File: config.mk
export PLATFORM = sky130hd
export DESIGN_NAME = wp_gate
export DESIGN_NICKNAME = d
export VERILOG_FILES = /design/src/rtl/wp_pkg.sv /design/src/rtl/wp_addr_dec.sv /design/src/rtl/wp_key_seq.sv /design/src/rtl/wp_stub_regs.sv /design/src/rtl/wp_gate.sv
export SDC_FILE = /design/constraint.sdc
export NUM_CORES = 1
export LEC_CHECK = 0
export BUFFER_PORTS_ARGS = -buffer_cell sky130_fd_sc_hd__buf_2
export CAP_MARGIN = 40
export CORE_ASPECT_RATIO = 1.4
export CORE_UTILIZATION = 61
export CTS_BUF_LIST = sky130_fd_sc_hd__clkbuf_8
export CTS_CLUSTER_DIAMETER = 100
export DETAILED_ROUTE_END_ITERATION = 7
export GPL_TIMING_DRIVEN = 0
export PLACE_DENSITY = 0.82
export SLEW_MARGIN = 20
export SYNTH_ARGS = -nofsm -noshare
export SYNTH_HDL_FRONTEND = slang
export SYNTH_SLANG_ARGS = --single-unit
export TNS_END_PERCENT = 1
File: constraint.sdc
create_clock -name clk -period 5.14 [get_ports clk]
set_input_delay 0.514 -clock clk [delete_from_list [all_inputs] [get_ports clk]]
set_output_delay 0.514 -clock clk [all_outputs]
set_load 0.005 [all_outputs]
File: src/rtl/wp_pkg.sv
// Package: shared types and key constants for the write-protection gate.
// Assumes: key bytes are compared on the low 8 bits of the write data.
package wp_pkg;

    // Key sequencer states: shut, first key accepted, open.
    typedef enum logic [1:0] {
        WP_LOCKED = 2'd0,
        WP_HALF   = 2'd1,
        WP_OPEN   = 2'd2
    } wp_state_e;

    localparam logic [7:0] WP_KEY_FIRST  = 8'hCA;
    localparam logic [7:0] WP_KEY_SECOND = 8'h53;

endpackage

File: src/rtl/wp_addr_dec.sv
// Module: wp_addr_dec
// Decodes a write offset into one hit per protected register (offset
// i*STRIDE) and a separate hit for the key register.
// Assumes: KEY_OFFSET does not collide with a protected register offset.
module wp_addr_dec #(
    parameter int ADDR_W     = 10,
    parameter int NREG       = 6,
    parameter int STRIDE     = 4,
    parameter int KEY_OFFSET = 'h24
) (
    input  logic [ADDR_W-1:0] addr,
    output logic [NREG-1:0]   reg_hit,
    output logic              key_hit
);

    localparam logic [ADDR_W-1:0] KEY_ADDR = ADDR_W'(KEY_OFFSET);

    // One comparator per protected register offset.
    for (genvar i = 0; i < NREG; i++) begin : g_hit
        localparam logic [ADDR_W-1:0] REG_ADDR = ADDR_W'(i * STRIDE);
        assign reg_hit[i] = (addr == REG_ADDR);
    end

    // Key register comparator.
    assign key_hit = (addr == KEY_ADDR);

endmodule

File: src/rtl/wp_key_seq.sv
// Module: wp_key_seq
// Three-state key sequencer. Two key writes in order open the gate. Any
// other key write shuts it. Non-key writes leave the state alone.
// Assumes: key_wr is already qualified with the bus write strobe.
module wp_key_seq
    import wp_pkg::*;
(
    input  logic      clk,
    input  logic      rst_n,
    input  logic      key_wr,
    input  logic [7:0] key_byte,
    output wp_state_e state,
    output logic      is_open
);

    wp_state_e nxt;

    // Next-state selection on a key-register write.
    always_comb begin
        nxt = state;
        if (key_wr) begin
            case (state)
                WP_LOCKED: nxt = (key_byte == WP_KEY_FIRST)  ? WP_HALF : WP_LOCKED;
                WP_HALF:   nxt = (key_byte == WP_KEY_SECOND) ? WP_OPEN : WP_LOCKED;
                default:   nxt = WP_LOCKED;
            endcase
        end
    end

    // State register with synchronous active-low reset to locked.
    always_ff @(posedge clk) begin
        if (!rst_n) state <= WP_LOCKED;
        else        state <= nxt;
    end

    // Gate is open only in the final state.
    assign is_open = (state == WP_OPEN);

endmodule

File: src/rtl/wp_stub_regs.sv
// Module: wp_stub_regs
// Stand-in for the protected registers. One register per write enable,
// with a combinational read port by byte offset. Unmapped offsets read 0.
// Assumes: at most one write enable is high per cycle.
module wp_stub_regs #(
    parameter int ADDR_W = 10,
    parameter int DATA_W = 32,
    parameter int NREG   = 6,
    parameter int STRIDE = 4
) (
    input  logic              clk,
    input  logic              rst_n,
    input  logic [NREG-1:0]   we,
    input  logic [DATA_W-1:0] wdata,
    input  logic [ADDR_W-1:0] rd_addr,
    output logic [DATA_W-1:0] rd_data
);

    logic [DATA_W-1:0] regs [NREG];

    for (genvar i = 0; i < NREG; i++) begin : g_reg
        // Storage for protected register i.
        always_ff @(posedge clk) begin
            if (!rst_n)     regs[i] <= '0;
            else if (we[i]) regs[i] <= wdata;
        end
    end

    // Read mux by offset; anything unmapped returns zero.
    always_comb begin
        rd_data = '0;
        for (int i = 0; i < NREG; i++) begin
            if (rd_addr == ADDR_W'(i * STRIDE)) rd_data = regs[i];
        end
    end

endmodule

File: src/rtl/wp_gate.sv
// Module: wp_gate (top)
// Write-protection gate in front of NREG protected registers. The key
// sequencer decides whether the gate is open. Decoded write hits are
// qualified with the strobe and the open state, and they drive the stub
// registers.
// Assumes: a single write port, one access per cycle, DATA_W >= 8.
module wp_gate
    import wp_pkg::*;
#(
    parameter int ADDR_W     = 10,
    parameter int DATA_W     = 32,
    parameter int NREG       = 6,
    parameter int STRIDE     = 4,
    parameter int KEY_OFFSET = 'h24
) (
    input  logic              clk,
    input  logic              rst_n,
    input  logic              wr_en,
    input  logic [ADDR_W-1:0] wr_addr,
    input  logic [DATA_W-1:0] wr_data,
    input  logic [ADDR_W-1:0] rd_addr,
    output logic [DATA_W-1:0] rd_data,
    output logic [NREG-1:0]   reg_we,
    output logic              locked
);

    logic [NREG-1:0] reg_hit;
    logic            key_hit;
    logic            is_open;
    wp_state_e       key_state;

    // Address decode of the write port.
    wp_addr_dec #(
        .ADDR_W(ADDR_W), .NREG(NREG), .STRIDE(STRIDE), .KEY_OFFSET(KEY_OFFSET)
    ) u_dec (
        .addr(wr_addr), .reg_hit(reg_hit), .key_hit(key_hit)
    );

    // Key sequence tracking.
    wp_key_seq u_seq (
        .clk(clk), .rst_n(rst_n),
        .key_wr(wr_en && key_hit),
        .key_byte(wr_data[7:0]),
        .state(key_state), .is_open(is_open)
    );

    // Qualified write enables: strobe, decode hit and open gate.
    assign reg_we = reg_hit & {NREG{wr_en && is_open}};
    assign locked = !is_open;

    // Protected register stand-ins.
    wp_stub_regs #(
        .ADDR_W(ADDR_W), .DATA_W(DATA_W), .NREG(NREG), .STRIDE(STRIDE)
    ) u_regs (
        .clk(clk), .rst_n(rst_n), .we(reg_we), .wdata(wr_data),
        .rd_addr(rd_addr), .rd_data(rd_data)
    );

endmodule

==> impl_results.md, run 1 <==
- Status: complete, but fails checks
- Violated checks: DRC
- Setup repair bufs after CTS: 0
- Crit path max fanout: 10
- Post-synth EDFFs: 192
- Cts repair resizes: 0
- Largest cells by area after synthesis: edfxtp_1 64%, nor2_1 7.5%, nand2_1 3.8%, a21oi_1 3.5%, nor3_1 2.9%
- Synth Instances: 868
- Fmax: 298 MHz
- Relative slew slack: 43.2%
- IO Port Bufs: 93
- Fin area: 10300 sq um
- Die area: 15300 sq um
- Period Utilization, post-route: 65.2%
- Clk_skew: 0.00704 ns
- Synthesized Nets: 923
- Main synth FF type: edfxtp_1
- Layout cells sized above 1: 15.2%
- Unrepaired setup endpoints after global routing: no
- Nets@finish: 1043
- Final Power: 3.02 mW
- Hold bufs inserted after CTS: 0
- Most instantiated library cell after synthesis: edfxtp_1
- Worst slack at placement: 1.76 ns
- Clk buf depth: 2
- Yosys warning count: 0
- Area Growth Syn to Fin: 14.5%
- DR iter-0 viols: 1204
- Most area-hungry cell type in the Yosys netlist: edfxtp_1
- WHS: 0.404 ns
- First drt pass iteration count: 8
- Ports: 94
- Skew-Pair Late Insertion Delay: 0.48 ns
- DPL Wire Length: 18.1 mm
- Final TNS setup: 0 ns
- Clock transition at path regs: 0.10 ns
- Via density: 6.51
- Mean area per synthesized cell: 10.4 sq um
- Inst Count DP: 1156
- Worst-margin pin slew: 0.852 ns
- Routed WL per cell: 23.4 um
- Crit. End Element: output port
- Setup violations, final: 0
- Crit start category: input pin
- Die W: 105 um
- Largest net degree at the start of global routing: 25
- Initial Util: 62.5%
- PD cells: 292 nW/um^2
- Diodes inserted: 0
- Vias in the first global route: 7614
- Final min period: 3.35 ns
- Hold/Removal Path Class: input pin to flop
- Placed Area: 9930 sq um
- CP Buf/Inv Count: 3
- Pleak: 3.39 nW
- CTS Buf Count: 17
- Worst vdd ir: 0.000199 V
- Drt drc: 2
- Clk sinks: 194
- Grt ovf: 0
- Critical Path Most Common Cell: buf_2
- Synthesized flop and latch total: 194
- Placeable Area: 14400 sq um
- Largest delay share family, worst path: simple AND/OR/NAND/NOR gates
- H-tree Lvls: 4
- Worst Setup Path Type: input pin to output port
- FFs w/ async S/R, synth: 0%
- Setup slack after layout: 1.79 ns
- Post-Syn Area: 9020 sq um
- Slowest-stage cell, CP: nand4_1
- Die Ht: 146 um
- WP data arrival: 2.84 ns
- Detail Route Antenna Nets: 0
- First-pass GRT wire length: 41.4 mm
- Rows: 52
- Critical path cell sequence: buf_2 > or4_4 > nor3_4 > nand4_1 > clkbuf_1 > nor2_1 > buf_2
- GRT Overall Usage: 37.3%
- Crit-path max cell delay: 0.54 ns
- Max-slew violations: 0
- CTS tree: built
- Max-cap violations: 0
- Util after Layout: 71.5%
- Data required time of the worst path: 4.63 ns
- Final Hold Violating Endpoints: 0
- DRT Wirelength: 27.8 mm
- Root Buffer: clkbuf_8
- Post-synth cell types: 34
- # fillers: 1073
- Commonest cells post-synth: 192 x edfxtp_1, 180 x nor2_1, 91 x nand2_1
- Sequential element share of the synthesized area: 64.3%
- Placer Congestion: 0.897
- Post-synth top area share: 63.9%
- Antenna violations before repair: 0
- Via count: 7752
- Cell Count, Final, Fillers Out: 1190
-- tightest hold or removal path, delay by kind of cell --
kind	cells	cell delay [ns]
AO/OA/AOI/OAI	1	0.05
buffers and inverters	1	0.15
AND/OR/NAND/NOR	1	0.13
-- flip-flops by register name (all words and copies together), names as in the netlist --
register	count
u_seq.state	2
u_regs.regs	192
-- layout make-up --
class	instances	area [sq um]	share of cell area, %
repair buffers	101	642	6.21
inverters	4	15.0	0.145
multi-input cells	595	2970	28.7
clock inverters	15	145	1.40
well taps	189	236	2.29
flip-flops and latches	194	5810	56.2
plain buffers	75	285	2.76
clock buffers	17	234	2.26
-- logic make-up (layout without fill, tap and decap cells) --
logic type,Yosys count,in the layout,share of synthesized area (%)
flops,194,194,64.3
simple gates,397,397,19.1
buf+inv,79,212,3.33
compound gates,198,198,13.3
-- per-layer routing --
layer  wire length (um)  vias to the layer above  part of all wire (%)  GRT usage, %
met1               9230                     3564                    33          46.0
met5                  0                        -                     0             0
met2              13300                      708                    48          60.3
li1                   -                     3353                     -             -
met4               1630                        0                   5.9          22.8
met3               3650                      127                    13          8.02
-- power by group --
part,leakage [nW],switching (mW),internal (mW)
logic,1.20,0.163,0.0706
registers,2.00,0.0153,1.78
clock network,0.191,0.589,0.398
-- path summary, 6_finish.rpt --
path,start,end,slack (ns),cells past startpoint
worst max-delay path,wr_addr[7],reg_we[4],1.79,7
worst min-delay path,wr_data[7],u_seq.state[1],0.40,3
worst max register to register,u_seq.state[0],u_regs.regs[1][28],2.03,6
worst min register to register,u_seq.state[1],u_seq.state[1],0.48,2
-- cell usage in the layout (no fill, tap or decap), types with 45 or more instances in the layout --
cell type / synthesis / final
edfxtp_1: 192 / 192
nand3_1: 45 / 45
clkbuf_1: 69 / 69
nand2_1: 91 / 89
nor2_1: 180 / 180
buf_2: 3 / 96
a21oi_1: 64 / 64
nor3_1: 53 / 53
Note: power is estimated with default switching activity, not from simulation.
==> run 2, diff against run 1 <==
==> constraint.sdc (replaced) <==
create_clock -name clk -period 3.35 [get_ports clk]
set_input_delay 0.335 -clock clk [delete_from_list [all_inputs] [get_ports clk]]
set_output_delay 0.335 -clock clk [all_outputs]
set_load 0.005 [all_outputs]
==> run 2 against run 1 <==
Effect of this change: the run now ends clean; highest routed layer unchanged; critical endpoint is now u_regs.regs[1][59]; worst setup slack got worse by 1.7 ns; count of clock-buffer cells in the layout unchanged; sequential cell count unchanged; global-route usage increased by 0.19 points; via count grew 1.7%; largest cell class unchanged.
==> impl_results.md, run 2 (synthesized netlist as in run 1, its figures left out) <==
- Status: complete, no violations
- Final min period: 3.23 ns
- Top Layer Used: met4
- Ports: 94 (unchanged)
- Regs by FF count: u_regs.regs x192, u_seq.state x2
- CP endpoint: u_regs.regs[1][59]
- Routed WL per cell: 23.8 um (+1.9%)
- Clk sinks: 194 (unchanged)
- Root Buffer: clkbuf_8
- Drt drc: 0 (-2)
- Via density: 6.62 (+1.7%)
- Setup violations, final: 0 (unchanged)
- First drt pass iteration count: 5 (-3)
- Largest net degree at the start of global routing: 25 (unchanged)
- Via count: 7880 (+1.7%)
- DR iter-0 viols: 1120 (-7.0%)
- Detail Route Antenna Nets: 0 (unchanged)
- Hold/Removal Path Class: input pin to flop
- WP data arrival: 3.42 ns (+0.58 ns)
- Relative slew slack: 40.7% (-2.5 points)
- Vias in the first global route: 7611 (-0.039%)
- First-pass GRT wire length: 41.7 mm (+0.62%)
- Most frequent cells in the layout: 192 x edfxtp_1, 180 x nor2_1, 96 x buf_2, 89 x nand2_1, 69 x clkbuf_1
- DPL Wire Length: 18.3 mm (+0.69%)
- Worst Setup Path Type: flop to flop
- Data required time of the worst path: 3.54 ns (-1.09 ns)
- Most common library cell in the layout ignoring fill and taps: edfxtp_1
- Nets@finish: 1043 (unchanged)
- Area Growth Syn to Fin: 14.9%
- Worst Setup SP: u_seq.state[0]
- Die area: 15300 sq um (unchanged)
- Clock transition at path regs: 0.10 ns (about the same)
- Final Hold Violating Endpoints: 0 (unchanged)
- Internal reg-to-reg setup slack: 0.12 ns (-1.91 ns)
- Setup repair bufs after CTS: 0 (unchanged)
- Crit start category: flop
- Max-slew violations: 0 (unchanged)
- Grt ovf: 0 (unchanged)
- Worst-margin pin slew: 0.889 ns (+0.0376 ns)
- Cell Count, Final, Fillers Out: 1190 (unchanged)
- CTS tree: built
- Reg2reg start: u_seq.state[0]
- Antenna violations before repair: 0 (unchanged)
- R2r worst-path depth: 6 (unchanged)
- DR WL met3: 3.91 mm (+7.0%)
- GRT Overall Usage: 37.5% (+0.19 points)
- # fillers: 1068 (-0.47%)
- Crit Reg-Reg Endpoint: u_regs.regs[1][59]
- Inst Count DP: 1156 (unchanged)
- Largest register FFs: 192 (unchanged)
- Period Utilization, post-route: 96.4%
- DRT Wirelength: 28.4 mm (+1.9%)
- Layout cells sized above 1: 15.2% (unchanged)
- Die Ht: 146 um (unchanged)
- Met1 wire length: 8.94 mm (-3.2%)
- Final Power: 4.72 mW (+56%)
- Rows: 52 (unchanged)
- Max-cap violations: 0 (unchanged)
- Worst vdd ir: 0.000274 V (+38%)
- Clk_skew: 0.0157 ns (+0.00866 ns)
- Crit path max fanout: 19 (+9)
- Final TNS setup: 0 ns (unchanged)
- Initial Util: 62.5% (unchanged)
- Skew-Pair Late Insertion Delay: 0.48 ns (about the same)
- Crit. End Element: flop
- Largest Register: u_regs.regs
- Wire length on met2: 13.7 mm (+2.9%)
- Cts repair resizes: 0 (unchanged)
- Placeable Area: 14400 sq um (unchanged)
- Pleak: 3.41 nW (+0.59%)
- PD cells: 455 nW/um^2 (+56%)
- Clk buf depth: 2 (unchanged)
- Die W: 105 um (unchanged)
- IO Port Bufs: 93 (unchanged)
- CTS Buf Count: 17 (unchanged)
- H-tree Lvls: 4 (unchanged)
- Fmax: 310 MHz
- Placer Congestion: 0.920 (+2.6%)
- Worst Min Path Start: wr_data[7]
- Hold bufs inserted after CTS: 0 (unchanged)
- Diodes inserted: 0 (unchanged)
- WHS: 0.216 ns (-0.188 ns)
- Unrepaired setup endpoints after global routing: no
## run 2: cell types whose count changed in the layout (fill, tap and decap cells not counted), sizes merged
cell,delta
bufinv,+1
clkinvlp,-1
clkinv,+2
inv,-2
## run 2: area by class of cell
type	instances	area, sq um	share of cell area, %
inverters	4	15.0	0.145
well taps	189	236	2.28
clock buffers	17	234	2.26
plain buffers	75	285	2.75
repair buffers	101	654	6.31
multi-input cells	595	2970	28.6
clock inverters	15	170	1.64
flip-flops and latches	194	5810	56.0
## run 2: worst min-delay path by stage
stage / slack, ns / cells after the start / endpoint
after floorplan: 0.45 / 2 / u_seq.state[0]
final: 0.22 / 3 / u_seq.state[1]
after global routing: 0.24 / 3 / u_seq.state[1]
after detailed placement: 0.48 / 2 / u_seq.state[1]
after global placement: 0.46 / 2 / u_seq.state[1]
after CTS: 0.22 / 3 / u_seq.state[1]
## run 2: per-stage QoR
stage,area [sq um],setup WS [ns],util [%]
3_5_place_dp,9930,0.150,68.7
5_1_grt,10400,0.0371,71.8
4_1_cts,10300,0.247,71.5
3_3_place_gp,9730,-2.91,67.3
2_1_floorplan,9020,-0.814,-
6_report,10400,0.121,71.8
## run 2: metal layers
layer	vias up	track usage, %
met2	742	61.3
met5	-	0
met1	3606	45.5
met3	170	7.61
met4	0	23.9
li1	3362	-
## run 2: critical path: stages, from the launching register on
cell and delay, ns:
dfxtp_1 0.35, nand2b_1 0.18, nor2_1 0.20, clkbuf_1 0.63, nand4_1 0.52, o21ai_4 0.81
buf_16 0.24
## run 2: where the power goes
group | internal [mW] | leakage, nW | switching (mW) | total [mW]
clock network | 0.687 | 0.206 | 0.909 | 1.60
registers | 2.73 | 2.00 | 0.0238 | 2.76
logic | 0.110 | 1.20 | 0.253 | 0.363
